===== config.mk =====
export PLATFORM = sky130hd
export DESIGN_NAME = bitband_xlate
export DESIGN_NICKNAME = d
export VERILOG_FILES = /design/src/rtl/bb_pkg.sv /design/src/rtl/bb_datapath.sv /design/src/rtl/bb_control.sv /design/src/rtl/bitband_xlate.sv
export SDC_FILE = /design/constraint.sdc
export NUM_CORES = 1
export LEC_CHECK = 0
export BUFFER_PORTS_ARGS = -buffer_cell sky130_fd_sc_hd__buf_2
export CORE_UTILIZATION = 40
export CTS_CLUSTER_DIAMETER = 30
export DETAILED_ROUTE_END_ITERATION = 8
export GPL_TIMING_DRIVEN = 0
export MAX_ROUTING_LAYER = met4
export PLACE_DENSITY_LB_ADDON = 0.12
export SLEW_MARGIN = 10
export SYNTH_ARGS = -nofsm -noshare
export SYNTH_HDL_FRONTEND = slang
export SYNTH_SLANG_ARGS = --single-unit

===== constraint.sdc =====
create_clock -name clk -period 3.6 [get_ports clk]
set_clock_uncertainty 0.1 [all_clocks]
set_input_delay 0.72 -clock clk [delete_from_list [all_inputs] [get_ports clk]]
set_output_delay 0.72 -clock clk [all_outputs]
set_load 0.02 [all_outputs]

===== src/rtl/bb_pkg.sv =====
package bb_pkg;
  typedef enum logic [2:0] {
    ST_IDLE, ST_PASS, ST_ARD, ST_AWR, ST_RESP
  } stateT;

  typedef enum logic [1:0] {
    K_ERR, K_PASS, K_ALIAS
  } kindT;

  typedef struct packed {
    logic capture;  // latch request, clear response
    logic ldPass;   // take downstream data as the response
    logic ldBit;    // take the target bit as the response
    logic ldWord;   // hold the word for modification
  } strobeT;
endpackage


===== src/rtl/bb_datapath.sv =====
module bb_datapath
  import bb_pkg::*;
#(
  parameter int ADDR_W = 32,
  parameter int DATA_W = 32,
  parameter int PERI_AW = 20,
  parameter logic [ADDR_W-1:0] PERI_BASE = 32'h4000_0000,
  parameter logic [ADDR_W-1:0] ALIAS_BASE = 32'h4200_0000
) (
  input  logic              clk,
  input  logic              rstN,
  input  strobeT            stb,
  input  logic [ADDR_W-1:0] reqAddr,
  input  logic              reqWrite,
  input  logic [DATA_W-1:0] reqWdata,
  input  logic [DATA_W-1:0] dnRdata,
  output kindT              decKind,
  output kindT              kind,
  output logic              capWrite,
  output logic [ADDR_W-1:0] dnAddr,
  output logic [DATA_W-1:0] dnWdata,
  output logic [DATA_W-1:0] respData
);
  localparam int BIT_W = $clog2(DATA_W);
  localparam int LANE_W = BIT_W - 3;
  localparam int ALIAS_AW = PERI_AW + BIT_W;

  logic inPeri, inAlias;
  logic [ADDR_W-1:0] aliasWordAddr;
  logic [BIT_W-1:0] aliasBit;

  assign inPeri  = reqAddr[ADDR_W-1:PERI_AW] == PERI_BASE[ADDR_W-1:PERI_AW];
  assign inAlias = reqAddr[ADDR_W-1:ALIAS_AW] == ALIAS_BASE[ADDR_W-1:ALIAS_AW];
  assign decKind = inAlias ? K_ALIAS : (inPeri ? K_PASS : K_ERR);

  assign aliasWordAddr = {PERI_BASE[ADDR_W-1:PERI_AW],
                          reqAddr[ALIAS_AW-1:BIT_W+LANE_W],
                          {LANE_W{1'b0}}};
  assign aliasBit = {reqAddr[BIT_W+LANE_W-1:BIT_W], reqAddr[BIT_W-1:LANE_W]};

  logic [ADDR_W-1:0] addrReg;
  logic [DATA_W-1:0] wdataReg, wordReg;
  logic [BIT_W-1:0]  bitReg;
  logic [DATA_W-1:0] bitMask;

  always_ff @(posedge clk or negedge rstN) begin
    if (!rstN) begin
      addrReg  <= '0;
      wdataReg <= '0;
      bitReg   <= '0;
      kind     <= K_ERR;
      capWrite <= 1'b0;
    end else if (stb.capture) begin
      addrReg  <= (decKind == K_ALIAS) ? aliasWordAddr : reqAddr;
      wdataReg <= reqWdata;
      bitReg   <= aliasBit;
      kind     <= decKind;
      capWrite <= reqWrite;
    end
  end

  always_ff @(posedge clk or negedge rstN) begin
    if (!rstN) begin
      wordReg  <= '0;
      respData <= '0;
    end else begin
      if (stb.capture) respData <= '0;
      if (stb.ldPass)  respData <= dnRdata;
      if (stb.ldBit)   respData <= {{(DATA_W-1){1'b0}}, dnRdata[bitReg]};
      if (stb.ldWord)  wordReg  <= dnRdata;
    end
  end

  assign bitMask = {{(DATA_W-1){1'b0}}, 1'b1} << bitReg;
  assign dnAddr  = addrReg;
  assign dnWdata = (kind == K_ALIAS)
                 ? ((wordReg & ~bitMask) | (wdataReg[0] ? bitMask : '0))
                 : wdataReg;


  alias_in_region_chk: assert property (@(posedge clk) disable iff (!rstN)
    (kind == K_ALIAS) |-> (addrReg[ADDR_W-1:PERI_AW] == PERI_BASE[ADDR_W-1:PERI_AW]));

  alias_read_upper_zero_chk: assert property (@(posedge clk) disable iff (!rstN)
    stb.ldBit |=> (respData[DATA_W-1:1] == '0));
endmodule


===== src/rtl/bb_control.sv =====
module bb_control
  import bb_pkg::*;
(
  input  logic   clk,
  input  logic   rstN,
  input  logic   reqValid,
  input  logic   reqWrite,
  input  kindT   decKind,
  input  kindT   kind,
  input  logic   capWrite,
  input  logic   dnAck,
  output logic   reqReady,
  output logic   respValid,
  output logic   respErr,
  output logic   dnValid,
  output logic   dnWrite,
  output logic   dnLock,
  output strobeT stb
);
  stateT state, nextState;
  logic accept;

  assign accept = reqValid && (state == ST_IDLE);

  always_comb begin
    nextState = state;
    stb = '0;
    unique case (state)
      ST_IDLE: if (reqValid) begin
        stb.capture = 1'b1;
        unique case (decKind)
          K_PASS:  nextState = ST_PASS;
          K_ALIAS: nextState = ST_ARD;
          default: nextState = ST_RESP;
        endcase
      end
      ST_PASS: if (dnAck) begin
        stb.ldPass = !capWrite;
        nextState  = ST_RESP;
      end
      ST_ARD: if (dnAck) begin
        stb.ldBit  = !capWrite;
        stb.ldWord = capWrite;
        nextState  = capWrite ? ST_AWR : ST_RESP;
      end
      ST_AWR: if (dnAck) nextState = ST_RESP;
      default: nextState = ST_IDLE;
    endcase
  end

  always_ff @(posedge clk or negedge rstN) begin
    if (!rstN) state <= ST_IDLE;
    else       state <= nextState;
  end

  assign reqReady  = (state == ST_IDLE);
  assign respValid = (state == ST_RESP);
  assign respErr   = respValid && (kind == K_ERR);
  assign dnValid   = (state == ST_PASS) || (state == ST_ARD) || (state == ST_AWR);
  assign dnWrite   = ((state == ST_PASS) && capWrite) || (state == ST_AWR);
  assign dnLock    = ((state == ST_ARD) && capWrite) || (state == ST_AWR);

  logic unusedWrite;
  assign unusedWrite = reqWrite & accept;


  ready_drops_chk: assert property (@(posedge clk) disable iff (!rstN)
    (reqValid && reqReady) |=> !reqReady);

  resp_pulse_chk: assert property (@(posedge clk) disable iff (!rstN)
    respValid |=> !respValid);

  rmw_locked_chk: assert property (@(posedge clk) disable iff (!rstN)
    (dnValid && dnLock && !dnWrite && dnAck) |=> (dnValid && dnWrite && dnLock));

  no_dn_on_err_chk: assert property (@(posedge clk) disable iff (!rstN)
    dnValid |-> (kind != K_ERR));
endmodule


===== src/rtl/bitband_xlate.sv =====
module bitband_xlate
  import bb_pkg::*;
#(
  parameter int ADDR_W = 32,
  parameter int DATA_W = 32,
  parameter int PERI_AW = 20,
  parameter logic [ADDR_W-1:0] PERI_BASE = 32'h4000_0000,
  parameter logic [ADDR_W-1:0] ALIAS_BASE = 32'h4200_0000
) (
  input  logic              clk,
  input  logic              rstN,
  input  logic              reqValid,
  output logic              reqReady,
  input  logic [ADDR_W-1:0] reqAddr,
  input  logic              reqWrite,
  input  logic [DATA_W-1:0] reqWdata,
  output logic              respValid,
  output logic [DATA_W-1:0] respData,
  output logic              respErr,
  output logic              dnValid,
  output logic [ADDR_W-1:0] dnAddr,
  output logic              dnWrite,
  output logic [DATA_W-1:0] dnWdata,
  output logic              dnLock,
  input  logic              dnAck,
  input  logic [DATA_W-1:0] dnRdata
);
  strobeT stb;
  kindT decKind, kind;
  logic capWrite;

  bb_datapath #(
    .ADDR_W(ADDR_W), .DATA_W(DATA_W), .PERI_AW(PERI_AW),
    .PERI_BASE(PERI_BASE), .ALIAS_BASE(ALIAS_BASE)
  ) u_dp (
    .clk(clk), .rstN(rstN), .stb(stb),
    .reqAddr(reqAddr), .reqWrite(reqWrite), .reqWdata(reqWdata),
    .dnRdata(dnRdata), .decKind(decKind), .kind(kind), .capWrite(capWrite),
    .dnAddr(dnAddr), .dnWdata(dnWdata), .respData(respData)
  );

  bb_control u_ctl (
    .clk(clk), .rstN(rstN), .reqValid(reqValid), .reqWrite(reqWrite),
    .decKind(decKind), .kind(kind), .capWrite(capWrite), .dnAck(dnAck),
    .reqReady(reqReady), .respValid(respValid), .respErr(respErr),
    .dnValid(dnValid), .dnWrite(dnWrite), .dnLock(dnLock), .stb(stb)
  );
endmodule


### Word-level counts from Yosys, hierarchy flattened

Index checks and enable logic that the tools add are counted.

* add/subtract/negate cells: 0
* multiply operators: 0
* divide/modulo/power cells: 0
* magnitude comparators: 1
* equal/unequal tests: 12
* shifts and indexed selects: 1
* multiplexer cells: 22
* bitwise logic cells: 3
* reduce and logical (&&, ||, !) cells: 13

Operators by type and width (count)
* $mux 32: 6
* $and 32x32->32: 1
* $not 32->32: 1
* $or 32x32->32: 1
* $shl 1x5->32 const A: 1
* $eq 12x11->1 const B: 1
* $mux 3: 4
* $pmux 3 s3: 1
* $eq 7x6->1 const B: 1
* $eq 3x2->1 const B: 2
* $lt 5x6->1 const B: 1
* $mux 1: 6
* $mux 2: 3
* $pmux 3 s2: 1
* $bmux 1 s5: 1
* $eq 2x2->1 const B: 2
* $logic_or 1x1->1: 4
* $ne 2x2->1 const B: 2
* $eq 3x1->1 const B: 1
* $eq 3x3->1 const B: 1
* $logic_and 1x1->1: 3
* $logic_not 3->1: 1
* $reduce_and 3->1: 1
* $reduce_bool 3->1: 1
* other kinds (5): 5

* flip-flop bits (word level): 139
* latch bits: 0
* RAM bits: 0
* memory bits (read-only): 0
* input bits: 101
* output and inout bits: 102
* word-level logic and storage cells: 60
* memories kept: 0

### Depth between registers and ports, before layout

Gate-level depths: netlist of run 1.

* word-level depth: 7
* gate-level depth with buffers: 7
* gate-level depth less buffers: 5

### By module

A second synthesis of run 1 with hierarchy kept.

* cells, all modules: 593
* area total of the unflattened synthesis: 6668.9 sq um

By module, submodules not included
* bb_datapath: instances 1, cells each 555, area an instance 6371.1 sq um, seq. area each 3403.3 sq um
* bb_control: instances 1, cells each 38, area an instance 297.8 sq um, seq. area each 75.1 sq um

### Least setup slack after synthesis of run 1

No wires, ideal clock.

* path kind: register -> output
* start: reg u_dp.bitReg[0]
* end: out dnWdata[12]
* arrival: 1768 ps
* required time: 2780 ps
* path slack: 1012 ps
* cell stages (with the launch flop): 7
* buffers on the path: 2
* cells stage by stage: dfrtp_1 buf_2 clkbuf_1 nor3_1 nor2b_1 o22ai_1 o21ai_0

* longest elaborated chain between the ends: 5
* elaborated cells on any way between the ends: 6
* classes of those cells: 1 x shift; 2 x mux; 3 x bitwise

Ends and longest elaborated chain
* from (decl): RTL line bb_datapath.sv:43 `logic [BIT_W-1:0] bitReg;`
* from (signal assigned): RTL line bb_datapath.sv:56 `bitReg <= aliasBit;`
* $shl 1x5->32 *: RTL line bb_datapath.sv:74 `assign bitMask = {{(DATA_W-1){1'b0}}, 1'b1} << bitReg;`
* $not 32->32: RTL line bb_datapath.sv:77 `? ((wordReg & ~bitMask) | (wdataReg[0] ? bitMask : '0))`
* $and 32x32->32: RTL line bb_datapath.sv:77
* $or 32x32->32 *: RTL line bb_datapath.sv:77
* $mux 32 *: RTL line bb_datapath.sv:77
* to (decl): RTL line bitband_xlate.sv:23 `output logic [DATA_W-1:0] dnWdata,`

Every way passes the cells marked *; elsewhere a longest branch is shown, timed or not.

### Worst setup path in the final report of run 1

* start: reg u_dp.bitReg[0]
* end: out dnWdata[31]

Same word-level chain as after synthesis.

==> results of run 1 <==
per-layer routing:
metal | GRT usage [%] | routed length [µm] | vias up
met5 | - | 0 | -
met2 | 39.7 | 9570 | 196
met3 | 5.86 | 1120 | 32
li1 | - | - | 2837
met1 | 32.2 | 8940 | 2884
met4 | 7.39 | 421 | 0
stage by stage:
| step | power (mW) | util [%] | setup TNS, ns | cells | hold slack (ns) |
|---|---|---|---|---|---|
| global placement | 2.75 | 49.2 | -52.80 | 1110 | 0.353 |
| floorplan | 2.36 | - | 0 | 692 | 0.324 |
| finish | 4.41 | 53.0 | 0 | 1143 | 0.114 |
| CTS | 4.45 | 53.0 | 0 | 1143 | 0.139 |
| global route | 4.63 | 53.0 | 0 | 1143 | 0.152 |
| detailed placement | 2.76 | 49.5 | 0 | 1111 | 0.357 |
worst max-delay path: cells and delay by family, from the launching register on:
kind | cells | cell delay (ns)
buffers and inverters | 3 | 0.94
flip-flops | 1 | 0.39
AO/OA/AOI/OAI | 2 | 0.40
AND/OR/NAND/NOR | 2 | 0.41
registers in the layout (all words and copies together) (netlist names):
register	cells
u_ctl.state	3
u_dp.respData	32
u_dp.wordReg	32
u_dp.wdataReg	32
u_dp.bitReg	5
u_dp.capWrite	1
u_dp.kind	2
u_dp.dnAddr	32
power by group:
part           switching (mW)  internal [mW]  total (mW)
logic                   0.619          0.312       0.931
registers              0.0914           1.71        1.80
clock network           0.720          0.961        1.68
worst max path at each step:
stage | end | start | slack [ns]
after floorplan | dnWdata[12] | u_dp.bitReg[0]$_DFFE_PN0P_ | 1.01
after global placement | u_dp.respData[3]$_DFFE_PN0P_ | rstN | -0.39
after detailed placement | dnWdata[31] | u_dp.bitReg[2]$_DFFE_PN0P_ | 0.61
after CTS | dnWdata[31] | u_dp.bitReg[2]$_DFFE_PN0P_ | 0.15
after global routing | dnWdata[31] | u_dp.bitReg[0]$_DFFE_PN0P_ | 0.07
final | dnWdata[31] | u_dp.bitReg[0]$_DFFE_PN0P_ | 0.21
area by class of cell:
cell class              count  area [µm²]
multi-input cells         500        2870
clock buffers              17         425
clock inverters            15         141
repair buffers            203        1050
flip-flops and latches    139        3480
inverters                   4        15.0
fillers                  1527        7490
well taps                 216         270
plain buffers              49         204
cells by family (layout without fill, tap and decap cells):
kind of cell	after synthesis	in the layout	synth area share, %
DFF	139	139	53.0
muxes	61	61	10.8
AOI/OAI and AO/OA	132	132	13.3
buffers and inverters	53	288	3.32
and+or+nand+nor	307	307	19.6
synthesized netlist by cell type, drive strengths merged, types with 5 or more instances:
cell and count:
nand2 215, dfrtp 139, o21ai 43, nor2 38, mux2 37, clkbuf 36
a22o 32, o22ai 22, mux2i 20, buf 13, nand3 13, nor2b 13
o31ai 12, a21oi 11, nor3 9, nand2b 5
==> impl_metrics.yaml, run 1 <==
worst_setup_path:
  reg2reg_to: "u_dp.respData[0]$_DFFE_PN0P_"
  cp.required_ns: 2.78
  cpPeakStageDelay_ns: 0.43
  crit_type: "reg -> out"
  cp_cell_sequence: "buf_2 -> clkbuf_1 -> nand3_1 -> nor2_1 -> o22ai_1 -> o21ai_0 -> buf_2"
  rrSetupSlack_ns: 1.34
  slowest_stage: "clkbuf_1"
  cp-end-kind: "primary output"
  crit_top_cell: "buf_2"
  r2r_cells: 6
  worstPathArrival_ns: 2.57
  cp-start-kind: "register"
  worstPathMaxFanout: 10
  reg2reg_from: "u_dp.bitReg[0]$_DFFE_PN0P_"
finish:
  final_cell_mix: "nand2_1 (214), buf_2 (210), dfrtp_1 (139)"
  area_growth_syn_to_layout_pct: 28.7
  final_common_cell: "nand2_1"
  nets: 1015
  design_area_um2: 8450
  diodes: 0
  drive_gt1_share_pct: 31.4
clocking:
  cts.path.max_buffers: 2
  clk_pin_slew_ns: 0.06
  cts-root-buf: "clkbuf_16"
  htree_levels: 4
  cts_hold_buffers: 0
  numCtsBuffers: 17
  clock_latency_ns: 0.42
  cts_setup_buffers: 0
  cts_resized: 0
  cts_tree: "yes"
  cts.sinks: 139
sta:
  post-route-min-period_ns: 3.39
  hold_violations: 0
  finalCritPeriodShare_pct: 94.1
  setup_slack_ns: 0.212
  slew_violations: 0
  rsz0062_at_grt: "false"
  setup_viol: 0
  tightest_slew_ns: 0.572
  max_clock_freq_mhz: 295
  maxSlewHeadroom_pct: 61.8
job:
  drv_cap: 0
synthesis:
  ys_types: 39
  synth-edff-count: 0
  synth-seq-area-share_pct: 53.0
  synth_ff_type: "dfrtp_1"
  netlist_instances: 692
  syn_area_um2: 6570
  async_flop_share_pct: 100
  synth_warnings: 0
  synth-seq-cells: 139
  synth_top_area_share_pct: 53.0
  synthesis.nets: 793
  syn_avg_cell_area_um2: 9.49
  yosys.area.top_type: "dfrtp_1"
  synthTopCellsByArea: "dfrtp_1 (53%), nand2_1 (12%), mux2_2 (6.3%), a22o_1 (4.3%), o21ai_0 (3.3%)"
global_routing:
  grt_max_degree: 76
  overflow: 0
  antenna_found_initial: 0
  grt_pass1_wl_mm: 30.7
  first_global_vias: 5775
  gr-usage-all-layers_pct: 25.2
hold_path:
  hp-class: "in -> async"
floorplanning:
  core-area_um2: 15900
  num_rows: 46
  io_pins: 203
  die_area_um2: 16900
  start_util_pct: 41.2
  fp.dieW_um: 130
  fp.dieH_um: 130
place:
  hpwl_mm: 15.2
  dp_slack_ns: 0.609
  port_buffers: 202
  gp_congestion: 0.893
  postPlaceCellArea_um2: 7880
power_and_ir_drop:
  p_per_area_nw_per_um2: 522
  leakage_nw: 4.49
  vdd_ir_drop_max_uv: 352
detailed_routing:
  postRouteAntennaNets: 0
  wl_mm: 20.0
  drc: 0
  drtIter0Drc: 311
  dr.pass1.iters: 8
  vias: 5949
  wl_per_cell_um: 17.5
  viasPerCell: 5.20
status:
  status: "completed"
No activity file was read; power rests on OpenSTA's default activity.
==> inputs of run 2 (changes only) <==
--- a/config.mk
+++ b/config.mk
@@ -9,2 +9,3 @@
 export CORE_UTILIZATION = 40
+export CTS_BUF_LIST = sky130_fd_sc_hd__clkbuf_4 sky130_fd_sc_hd__clkbuf_8
 export CTS_CLUSTER_DIAMETER = 30
@@ -12,3 +13,2 @@
 export GPL_TIMING_DRIVEN = 0
-export MAX_ROUTING_LAYER = met4
 export PLACE_DENSITY_LB_ADDON = 0.12
==> constraint.sdc (replaced) <==
create_clock -name clk -period 3.6 [get_ports clk]
set_clock_uncertainty 0.1 [all_clocks]
set_input_delay 0.36 -clock clk [delete_from_list [all_inputs] [get_ports clk]]
set_output_delay 0.36 -clock clk [all_outputs]
set_load 0.02 [all_outputs]
==> impl_metrics.yaml, run 2 (synthesis results as in run 1) <==
clocking:
  htree_levels: 4
  clk_pin_slew_ns: 0.07
  numCtsBuffers: 17
  cts.path.max_buffers: 2
  cts_tree: "yes"
  clock_latency_ns: 0.46
  cts_setup_buffers: 0
  cts-root-buf: "clkbuf_8"
  cts.sinks: 139
detailed_routing:
  drc: 0
  postRouteAntennaNets: 0
  wl_per_cell_um: 17.1
  viasPerCell: 5.13
  dr.pass1.iters: 5
  vias: 6064
  drtIter0Drc: 386
  wl_mm: 20.2
global_routing:
  antenna_found_initial: 0
  first_global_vias: 5907
  overflow: 0
  grt_max_degree: 74
  grt_pass1_wl_mm: 31.0
  gr-usage-all-layers_pct: 24.5
place:
  port_buffers: 202
  gp_congestion: 0.887
  hpwl_mm: 15.1
finish:
  final_cell_mix: "nand2_1 (214), buf_2 (210), dfrtp_1 (139)"
  diodes: 0
  nets: 1054
  area_growth_syn_to_layout_pct: 32.6
  final_common_cell: "nand2_1"
  drive_gt1_share_pct: 30.0
  final_util_pct: 54.6
floorplanning:
  fp.dieW_um: 130
  start_util_pct: 41.2
  num_rows: 46
  io_pins: 203
  die_area_um2: 16900
  core-area_um2: 15900
  fp.dieH_um: 130
worst_setup_path:
  cp.required_ns: 3.14
  crit_type: "reg -> out"
  worstPathMaxFanout: 10
  crit_family: "buffers and inverters"
  worstPathArrival_ns: 2.67
  crit_top_cell: "clkbuf_1"
  slowest_stage: "dfrtp_1"
  cp_cell_sequence: "clkbuf_1 -> nand2_1 -> clkbuf_1 -> nor2_1 -> o22ai_1 -> o21ai_0 -> buf_2"
  cpPeakStageDelay_ns: 0.49
  path_buf_inv: 3
  cp-end-kind: "primary output"
  cp-start-kind: "register"
sta:
  tightest_slew_ns: 0.673
  slew_violations: 0
  maxSlewHeadroom_pct: 54.8
  post-route-min-period_ns: 3.13
  hold_violations: 0
  setup_viol: 0
  finalCritPeriodShare_pct: 86.8
  max_clock_freq_mhz: 320
  rsz0062_at_grt: "false"
  tns_ns: 0
power_and_ir_drop:
  seqPwrFrac_pct: 43.3
  p_int_mw: 2.80
  power.total_mw: 4.15
  p_comb_share_pct: 23.2
  swShare_pct: 32.5
  p_switching_mw: 1.35
  pwr-share-clk_pct: 33.5
  p_per_area_nw_per_um2: 477
  leakage_nw: 4.61
  vdd_ir_drop_max_uv: 256
job:
  drv_cap: 0
status:
  status: "completed"
hold_path:
  hp-class: "in -> reg"
==> run 2: cell count changes in the layout (fill, tap and decap cells not counted) <==
cell and delta:
clkbuf_2 -1, inv_8 -1, clkbuf_8 +17, bufinv_16 +3, clkinvlp_4 -5, dlygate4sd3_1 +39, inv_6 -3, clkbuf_1 +1
clkinv_4 +3, clkbuf_16 -17, clkinv_2 +3
==> run 2: routing by layer <==
| layer | routed length [µm] | part of all wire (%) | up-vias | GRT usage [%] |
|---|---|---|---|---|
| met5 | 0 | 0 | - | 0 |
| met4 | 367 | 1.8 | 0 | 9.10 |
| met3 | 1230 | 6.1 | 25 | 5.08 |
| met2 | 9860 | 49 | 212 | 40.1 |
| met1 | 8750 | 43 | 2917 | 32.0 |
| li1 | - | - | 2910 | - |
==> run 2: area by class of cell <==
type,count,area (µm²)
Fill cell,1563,7240
Sequential cell,139,3480
Multi-Input combinational cell,500,2870
Timing Repair Buffer,242,1440
Tap cell,216,270
Clock buffer,17,234
Buffer,49,203
Clock inverter,15,198
Inverter,4,15.0
==> run 2: through the flow <==
stage          worst slack [ns]  instances  instance area (µm²)  hold WS (ns)
2_1_floorplan              1.37        692                 6570       -0.0356
3_3_place_gp            -0.0116       1110                 7850         0.353
3_5_place_dp               1.00       1111                 7880         0.248
4_1_cts                   0.497       1182                 8710      0.000792
5_1_grt                   0.264       1182                 8710       0.00274
6_report                  0.474       1182                 8710        0.0105
==> run 2: repair_timing <==
item	CTS	global route
endpoints found under the hold margin	104	0
resized for setup	0	0
hold buffers	39	0
==> run 2: path summary, 6_finish.rpt <==
check	startpoint	end	slack [ns]	cells past startpoint
setup / recovery	u_dp.bitReg[2]$_DFFE_PN0P_	dnWdata[31]	0.47	7
hold / removal	reqWdata[24]	u_dp.wdataReg[24]$_DFFE_PN0P_	0.01	3
setup reg to reg	u_dp.capWrite$_DFFE_PN0P_	u_dp.respData[9]$_DFFE_PN0P_	1.38	5
hold reg to reg	u_dp.dnAddr[21]$_DFFE_PN0P_	u_dp.dnAddr[21]$_DFFE_PN0P_	0.38	2
max in group asynchronous	rstN	u_ctl.state[2]$_DFFE_PN0P_	2.33	3
min in group asynchronous	rstN	u_dp.wdataReg[19]$_DFFE_PN0P_	0.34	2
==> run 2: power by group through the flow <==
stage	Combinational [mW]	Sequential (mW)	Clock, mW
3_3_place_gp	0.922	1.82	0
3_5_place_dp	0.933	1.82	0
5_1_grt	1.05	1.81	1.48
2_1_floorplan	0.478	1.88	0
6_report	0.961	1.80	1.39
4_1_cts	0.965	1.80	1.42
==> run 2: worst min-delay path, cell delays in order <==
cell and delay [ns]:
buf_2 0.08, nand2_1 0.04, nand2_1 0.05
